<file path="src/rtl/tmr_ccu_pkg.sv">
package tmr_ccu_pkg;
  localparam int IOC_W = 4;
  localparam int IER_W = 8;
  localparam logic [IER_W-1:0] IER_RST   = 8'h40;
  localparam logic [IER_W-1:0] IER_WMASK = 8'h9F;
  localparam int IER_OVF_BIT = 4;

  typedef enum logic [1:0] {
    ACT_NONE = 2'b00,
    ACT_LOW  = 2'b01,
    ACT_HIGH = 2'b10,
    ACT_TOG  = 2'b11
  } cmp_act_e;
endpackage

</file>
<file path="src/rtl/tmr_ccu_edge.sv">
module tmr_ccu_edge #(
  parameter int STAGES = 2
) (
  input  logic clk,
  input  logic rst_n,
  input  logic pin_i,
  output logic rise_o,
  output logic fall_o
);
  localparam int DEPTH = STAGES + 1;

  logic [DEPTH-1:0] pipe_q;
  logic [DEPTH-1:0] pipe_d;

  // stage 0 samples the pin, stages up to STAGES-1 resolve metastability,
  // the last stage holds the previous synchronized sample
  always_comb begin
    pipe_d = {pipe_q[DEPTH-2:0], pin_i};
  end

  always_ff @(posedge clk or negedge rst_n) begin
    if (!rst_n) pipe_q <= '0;
    else        pipe_q <= pipe_d;
  end

  assign rise_o =  pipe_q[STAGES-1] & ~pipe_q[STAGES];
  assign fall_o = ~pipe_q[STAGES-1] &  pipe_q[STAGES];
endmodule

</file>
<file path="src/rtl/tmr_ccu_ctl.sv">
module tmr_ccu_ctl
  import tmr_ccu_pkg::*;
#(
  parameter int GR_SEL = 2
) (
  input  logic             clk,
  input  logic             rst_n,
  input  logic             ioc_we,
  input  logic [IOC_W-1:0] ioc_wdata,
  input  logic             ier_we,
  input  logic [IER_W-1:0] ier_wdata,
  input  logic             cnt_ovf_i,
  input  logic             ovf_clr,
  input  logic             flag_i,
  output logic [IOC_W-1:0] ioc_q,
  output logic [IER_W-1:0] ier_rdata,
  output logic             irq_gr,
  output logic             irq_ovf
);
  logic [IOC_W-1:0] ioc_d;
  logic [IER_W-1:0] ier_q, ier_d;
  logic             ovf_q, ovf_d;

  always_comb begin
    ioc_d = ioc_q;
    if (ioc_we) ioc_d = ioc_wdata;
    ier_d = ier_q;
    if (ier_we) ier_d = ier_wdata & IER_WMASK;
    ovf_d = ovf_q;
    if (cnt_ovf_i)    ovf_d = 1'b1;
    else if (ovf_clr) ovf_d = 1'b0;
  end

  always_ff @(posedge clk or negedge rst_n) begin
    if (!rst_n) begin
      ioc_q <= '0;
      ier_q <= '0;
      ovf_q <= 1'b0;
    end else begin
      ioc_q <= ioc_d;
      ier_q <= ier_d;
      ovf_q <= ovf_d;
    end
  end

  assign ier_rdata = ier_q | IER_RST;
  assign irq_gr    = flag_i & ier_q[GR_SEL];
  assign irq_ovf   = ovf_q & ier_q[IER_OVF_BIT];
endmodule

</file>
<file path="src/rtl/tmr_ccu_gr.sv">
module tmr_ccu_gr #(
  parameter int CW = 16
) (
  input  logic          clk,
  input  logic          rst_n,
  input  logic [CW-1:0] cnt_i,
  input  logic          gr_we,
  input  logic [CW-1:0] gr_wdata,
  input  logic          cap_mode,
  input  logic [1:0]    sel,
  input  logic          buf_mode,
  input  logic          rise_i,
  input  logic          fall_i,
  input  logic          flag_clr,
  output logic          match_ev,
  output logic [CW-1:0] gr_q,
  output logic          flag_o
);
  logic [CW-1:0] gr_d;
  logic          flag_d;
  logic          edge_hit;
  logic          cap_ev;

  always_comb begin
    if (sel[1])      edge_hit = rise_i | fall_i;
    else if (sel[0]) edge_hit = fall_i;
    else             edge_hit = rise_i;
    cap_ev   = cap_mode & ~buf_mode & edge_hit;
    match_ev = ~cap_mode & ~buf_mode & (cnt_i == gr_q);

    gr_d = gr_q;
    if (gr_we)       gr_d = gr_wdata;
    else if (cap_ev) gr_d = cnt_i;

    flag_d = flag_o;
    if (cap_ev || match_ev) flag_d = 1'b1;
    else if (flag_clr)      flag_d = 1'b0;
  end

  always_ff @(posedge clk or negedge rst_n) begin
    if (!rst_n) begin
      gr_q   <= '0;
      flag_o <= 1'b0;
    end else begin
      gr_q   <= gr_d;
      flag_o <= flag_d;
    end
  end
endmodule

</file>
<file path="src/rtl/tmr_ccu_pin.sv">
module tmr_ccu_pin
  import tmr_ccu_pkg::*;
(
  input  logic       clk,
  input  logic       rst_n,
  input  logic       load_init,
  input  logic       init_lvl,
  input  logic       cmp_mode,
  input  logic [1:0] act_sel,
  input  logic       match_ev,
  output logic       pin_o,
  output logic       pin_oe
);
  logic     pin_d;
  cmp_act_e act;

  always_comb begin
    act   = cmp_act_e'(act_sel);
    pin_d = pin_o;
    if (load_init) begin
      pin_d = init_lvl;
    end else if (match_ev) begin
      case (act)
        ACT_LOW:  pin_d = 1'b0;
        ACT_HIGH: pin_d = 1'b1;
        ACT_TOG:  pin_d = ~pin_o;
        default:  pin_d = pin_o;
      endcase
    end
  end

  always_ff @(posedge clk or negedge rst_n) begin
    if (!rst_n) pin_o <= 1'b0;
    else        pin_o <= pin_d;
  end

  assign pin_oe = cmp_mode & (act != ACT_NONE);
endmodule

</file>
<file path="src/rtl/tmr_ccu.sv">
module tmr_ccu
  import tmr_ccu_pkg::*;
#(
  parameter int CW          = 16,
  parameter int SYNC_STAGES = 2,
  parameter int GR_SEL      = 2
) (
  input  logic             clk,
  input  logic             rst_n,
  input  logic [CW-1:0]    cnt_i,
  input  logic             cnt_ovf_i,
  input  logic             pin_i,
  input  logic             gr_we,
  input  logic [CW-1:0]    gr_wdata,
  input  logic             ioc_we,
  input  logic [IOC_W-1:0] ioc_wdata,
  input  logic             ier_we,
  input  logic [IER_W-1:0] ier_wdata,
  input  logic             buf_mode,
  input  logic             flag_clr,
  input  logic             ovf_clr,
  output logic             pin_o,
  output logic             pin_oe,
  output logic [CW-1:0]    gr_q,
  output logic             flag_o,
  output logic [IER_W-1:0] ier_rdata,
  output logic             irq_gr,
  output logic             irq_ovf
);
  logic [1:0]       rst_pipe;
  logic             arst_sync_n;
  logic [IOC_W-1:0] ioc_q;
  logic             rise, fall, match_ev;

  // asynchronous assertion, synchronous release
  always_ff @(posedge clk or negedge rst_n) begin
    if (!rst_n) rst_pipe <= 2'b00;
    else        rst_pipe <= {rst_pipe[0], 1'b1};
  end
  assign arst_sync_n = rst_pipe[1];

  tmr_ccu_edge #(.STAGES(SYNC_STAGES)) u_edge (
    .clk(clk), .rst_n(arst_sync_n), .pin_i(pin_i),
    .rise_o(rise), .fall_o(fall)
  );

  tmr_ccu_ctl #(.GR_SEL(GR_SEL)) u_ctl (
    .clk(clk), .rst_n(arst_sync_n),
    .ioc_we(ioc_we), .ioc_wdata(ioc_wdata),
    .ier_we(ier_we), .ier_wdata(ier_wdata),
    .cnt_ovf_i(cnt_ovf_i), .ovf_clr(ovf_clr), .flag_i(flag_o),
    .ioc_q(ioc_q), .ier_rdata(ier_rdata),
    .irq_gr(irq_gr), .irq_ovf(irq_ovf)
  );

  tmr_ccu_gr #(.CW(CW)) u_gr (
    .clk(clk), .rst_n(arst_sync_n), .cnt_i(cnt_i),
    .gr_we(gr_we), .gr_wdata(gr_wdata),
    .cap_mode(ioc_q[3]), .sel(ioc_q[1:0]), .buf_mode(buf_mode),
    .rise_i(rise), .fall_i(fall), .flag_clr(flag_clr),
    .match_ev(match_ev), .gr_q(gr_q), .flag_o(flag_o)
  );

  tmr_ccu_pin u_pin (
    .clk(clk), .rst_n(arst_sync_n),
    .load_init(ioc_we & ~ioc_wdata[3]), .init_lvl(ioc_wdata[2]),
    .cmp_mode(~ioc_q[3]), .act_sel(ioc_q[1:0]), .match_ev(match_ev),
    .pin_o(pin_o), .pin_oe(pin_oe)
  );
endmodule

</file>
<file path="config.mk">
export PLATFORM = sky130hd
export DESIGN_NAME = tmr_ccu
export DESIGN_NICKNAME = d
export VERILOG_FILES = /design/src/rtl/tmr_ccu_pkg.sv /design/src/rtl/tmr_ccu_edge.sv /design/src/rtl/tmr_ccu_ctl.sv /design/src/rtl/tmr_ccu_gr.sv /design/src/rtl/tmr_ccu_pin.sv /design/src/rtl/tmr_ccu.sv
export SDC_FILE = /design/constraint.sdc
export NUM_CORES = 1
export LEC_CHECK = 0
export BUFFER_PORTS_ARGS = -buffer_cell sky130_fd_sc_hd__buf_4
export CORE_MARGIN = 2
export CORE_UTILIZATION = 48
export DETAILED_ROUTE_END_ITERATION = 12
export HOLD_SLACK_MARGIN = 0.1
export PLACE_DENSITY = 0.9
export SLEW_MARGIN = 10
export SYNTH_ARGS = -nofsm -noshare
export SYNTH_HDL_FRONTEND = slang
export SYNTH_SLANG_ARGS = --single-unit
</file>
<file path="constraint.sdc">
create_clock -name clk -period 1.9 [get_ports clk]
set_input_delay 0.285 -clock clk [delete_from_list [all_inputs] [get_ports clk]]
set_output_delay 0.285 -clock clk [all_outputs]
set_load 0.1 [all_outputs]
</file>
==> flow_results.xml <==
<?xml version="1.0" encoding="UTF-8"?>
<metrics>
  <group name="run_status">
    <metric name="run_status" unit="">completed</metric>
  </group>
  <group name="synthesis">
    <metric name="synth_enable_flop_cells" unit="">0</metric>
    <metric name="ys_async_sr_fraction" unit="%">100</metric>
    <metric name="post_synth_instance_area" unit="um2">1640</metric>
    <metric name="synthMuxAreaShare" unit="%">16.9</metric>
    <metric name="yosysSeqAreaShare" unit="%">50.5</metric>
    <metric name="synth.top_cells.by_count" unit="">33 x dfrtp_1, 19 x nand2_1, 16 x mux2i_1, 12 x xnor2_1, 10 x o21ai_1</metric>
    <metric name="synth_cell_types" unit="">29</metric>
    <metric name="synth_seq_cells" unit="">33</metric>
    <metric name="synth_compound_area_share" unit="%">7.65</metric>
    <metric name="post-synth-top-count-cell" unit="">dfrtp_1</metric>
    <metric name="synth_largest_area_cell" unit="">dfrtp_1</metric>
    <metric name="adder_cell_fraction_of_synth_area" unit="%">1.53</metric>
    <metric name="synth.avg_cell_area" unit="um2">11.4</metric>
    <metric name="netlist_instances" unit="">144</metric>
    <metric name="synth-simple-area-share" unit="%">9.79</metric>
    <metric name="yosys.area_share.xor_xnor" unit="%">8.56</metric>
    <metric name="synth_ff_type" unit="">dfrtp_1</metric>
    <metric name="synthesis.yosys.warnings" unit="">0</metric>
    <metric name="dominant_combinational_cell_family_by_area_after_synthesis" unit="">multiplexers</metric>
    <metric name="synth.area.top_cells" unit="">dfrtp_1 50%, mux2i_1 9.8%, xnor2_1 6.4%, mux2_2 6.2%, nand2_1 4.4%</metric>
    <metric name="synth_largest_type_area_fraction" unit="%">50.5</metric>
  </group>
  <group name="worst_setup_path">
    <metric name="timing.critical_path.cells" unit="">inv_1 -&gt; ha_1 -&gt; mux2_4 -&gt; o2111ai_2 -&gt; buf_4 -&gt; mux2i_1 -&gt; o21ai_0</metric>
    <metric name="critical_path.max_fanout" unit="">10</metric>
    <metric name="critPathRequiredTime" unit="ns">2.10</metric>
    <metric name="end_kind" unit="">flip-flop</metric>
    <metric name="crit_family" unit="">multiplexers</metric>
    <metric name="critical-path-slowest-cell" unit="">dfrtp_1</metric>
    <metric name="critical_path_class" unit="">flip-flop to flip-flop</metric>
    <metric name="cp_slowest_stage_delay" unit="ns">0.39</metric>
    <metric name="cp_num_buf_inv" unit="">2</metric>
    <metric name="worst_path_arrival" unit="ns">1.94</metric>
    <metric name="timing.reg2reg.setup_slack" unit="ns">0.16</metric>
    <metric name="worstSetupStartpointType" unit="">flip-flop</metric>
  </group>
  <group name="clock_tree">
    <metric name="clkSinkCount" unit="">33</metric>
    <metric name="clock_tree.buffer_depth" unit="">2</metric>
    <metric name="post_cts_buffers" unit="">0</metric>
    <metric name="tritoncts_clock_tree" unit="">built</metric>
    <metric name="clock_insertion_delay_worst_skew" unit="ns">0.33</metric>
    <metric name="cts-root-buf" unit="">clkbuf_4</metric>
    <metric name="clock_pin_transition_on_the_worst_setup_and_hold_timing_paths" unit="ns">0.10</metric>
    <metric name="tritoncts.num_buffers" unit="">5</metric>
    <metric name="cts_htree_levels" unit="">2</metric>
  </group>
  <group name="floorplan">
    <metric name="die-area" unit="um2">3890</metric>
    <metric name="top_level_ports" unit="">83</metric>
    <metric name="rows" unit="">21</metric>
    <metric name="die_width" unit="um">62.4</metric>
    <metric name="core_area" unit="um2">3310</metric>
    <metric name="initial_utilization" unit="%">49.4</metric>
    <metric name="die_y" unit="um">62.4</metric>
  </group>
  <group name="global_routing">
    <metric name="global_route.usage.total" unit="%">20.0</metric>
    <metric name="grt_pass1_vias" unit="">1412</metric>
    <metric name="first_pass_grt_wire_length" unit="mm">6.13</metric>
    <metric name="grt_antenna_before_repair" unit="">0</metric>
    <metric name="grt.busiest_layer" unit="">met2</metric>
    <metric name="use_met2" unit="%">36.1</metric>
    <metric name="global_route.overflow_total" unit="">0</metric>
    <metric name="pin_count_of_the_biggest_net_entering_global_routing" unit="">33</metric>
    <metric name="grt_util_met1" unit="%">22.5</metric>
    <metric name="globalRouteMet3Util" unit="%">3.42</metric>
  </group>
  <group name="routing">
    <metric name="drt-pass1-iter-count" unit="">4</metric>
    <metric name="wl_per_cell" unit="um">13.3</metric>
    <metric name="drtAntennaViolNets" unit="">0</metric>
    <metric name="vias" unit="">1319</metric>
    <metric name="totalWireLength" unit="mm">3.64</metric>
    <metric name="dr.first_iter.drc_count" unit="">34</metric>
    <metric name="avgViaCountPerCell" unit="">4.81</metric>
    <metric name="detail_route.drc_violations" unit="">0</metric>
  </group>
  <group name="power">
    <metric name="power.internal" unit="uW">1240</metric>
    <metric name="share_of_total_power_in_combinational_logic" unit="%">40.9</metric>
    <metric name="p_clk_share" unit="%">20.5</metric>
    <metric name="leakage" unit="uW">0.00122</metric>
    <metric name="vdd_drop_max" unit="V">0.000593</metric>
    <metric name="power_per_cell_area" unit="nW/um2">922</metric>
    <metric name="sw_frac_of_total" unit="%">42.5</metric>
    <metric name="power.switching" unit="uW">918</metric>
    <metric name="p_seq_share" unit="%">38.6</metric>
  </group>
  <group name="sta">
    <metric name="worst_hold_slack" unit="ns">0.124</metric>
    <metric name="grt_setup_unrepaired" unit="">false</metric>
    <metric name="setup_viol_count_final" unit="">0</metric>
    <metric name="max_slew_violation_total_from_the_final_report" unit="">0</metric>
    <metric name="layout_setup_ws" unit="ns">0.163</metric>
    <metric name="fin_crit" unit="ns">1.74</metric>
    <metric name="final_hold_violation_count" unit="">0</metric>
    <metric name="clock.fmax" unit="MHz">576</metric>
    <metric name="setup-tns-final" unit="ns">0</metric>
    <metric name="timing.final.crit_share" unit="%">91.4</metric>
    <metric name="skew" unit="ns">0.00700</metric>
  </group>
  <group name="final_layout">
    <metric name="ff_latch_area" unit="um2">827</metric>
    <metric name="post-route-cell-area" unit="um2">2340</metric>
    <metric name="multiInputGateArea" unit="um2">743</metric>
    <metric name="post_route_cells_drive_above_1_share" unit="%">46.5</metric>
    <metric name="flow.area_growth_from_synthesis" unit="%">43.0</metric>
    <metric name="post-route-util" unit="%">70.7</metric>
    <metric name="final_antenna_diode_count" unit="">0</metric>
    <metric name="layout.filler_cells" unit="">258</metric>
    <metric name="layout_net_count" unit="">283</metric>
  </group>
  <group name="placed_design">
    <metric name="pre_cts_ws" unit="ns">0.176</metric>
    <metric name="placement.cell_area" unit="um2">2250</metric>
    <metric name="routabilityCongestion" unit="">0.761</metric>
    <metric name="buffer_ports.inserted" unit="">78</metric>
    <metric name="dpl.hpwl" unit="mm">2.83</metric>
  </group>
  <group name="min_path">
    <metric name="min_path_type" unit="">input port to flip-flop</metric>
  </group>
  <group name="run">
    <metric name="cap_viol_max_count" unit="">0</metric>
  </group>
</metrics>
## worst reg2reg max path, stage by stage (launching register included)
cell and delay (ns):
dfrtp_1 0.39, inv_1 0.06, ha_1 0.19, mux2_4 0.26
o2111ai_2 0.19, buf_4 0.25, mux2i_1 0.20, o21ai_0 0.08
## per-layer routing
metal	wire length (um)	part of all wire, %
met1	1430	39
met4	86	2.4
met5	0	0
met2	1980	54
met3	144	4.0
## area by class of cell
class | instances | share of cell area [%]
timing repair buffer | 83 | 26.8
inverter | 4 | 0.641
sequential | 33 | 35.3
multi-input combinational | 100 | 31.7
tap | 46 | 2.46
clock inverter | 1 | 0.214
clock buffer | 7 | 2.78
## power groups by stage
stage | logic [uW] | registers, uW | clock network, uW
3_5_place_dp | 881 | 847 | 0
4_1_cts | 886 | 833 | 452
6_report | 882 | 832 | 443
3_3_place_gp | 871 | 843 | 0
5_1_grt | 918 | 845 | 497
2_1_floorplan | 251 | 1250 | 0
## per-stage QoR
stage / instances / total power (uW)
floorplan: 145 / 1500
global placement: 264 / 1710
detailed placement: 264 / 1730
CTS: 274 / 2170
global route: 274 / 2260
finish: 274 / 2160
## registers in the layout, summed over array words and instances, names as in the netlist
signal and cells:
rst_pipe 2, u_ctl.ier_q 6, u_ctl.ioc_q 3, u_ctl.ovf_q 1
u_edge.pipe_q 3, u_gr.flag_o 1, u_gr.gr_q 16, u_pin.pin_o 1
## path summary, 6_finish.rpt
check | startpoint | endpoint | depth (start not counted)
max in group asynchronous | rst_pipe[1] | u_gr.gr_q[7] | 1
max | u_edge.pipe_q[1] | u_gr.gr_q[1] | 7
max reg2reg | u_edge.pipe_q[1] | u_gr.gr_q[1] | 7
min in group asynchronous | rst_pipe[1] | u_ctl.ier_q[4] | 0
min | cnt_ovf_i | u_ctl.ovf_q | 2
min reg2reg | rst_pipe[1] | u_ctl.ier_q[4] | 0
## what timing repair did
item | 4_1_cts | 5_1_grt
hold buffers | 2 | 0
resized for setup | 0 | 0
endpoints found under the hold margin | 3 | 0
## logic make-up after synthesis
kind of cell,after synthesis
AOI/OAI and AO/OA,21
other,2
xor gates and xnor gates,16
and+or+nand+nor,32
muxes,26
buffers and inverters,12
adders and majority gates,2
DFF,33
## cell usage in the layout, fill, tap and decap left out, types with 2 or more instances in the layout
cell,count
mux2_2,9
o21ai_1,10
inv_1,4
xnor2_1,12
and2_2,2
clkbuf_8,2
o21ai_0,7
mux2i_1,16
clkbuf_4,5
conb_1,3
dlygate4sd3_1,2
buf_4,81
nand4_1,3
ha_1,2
dfrtp_1,32
xor2_1,4
nand2_1,19
No activity file was read; power rests on OpenSTA's default activity.
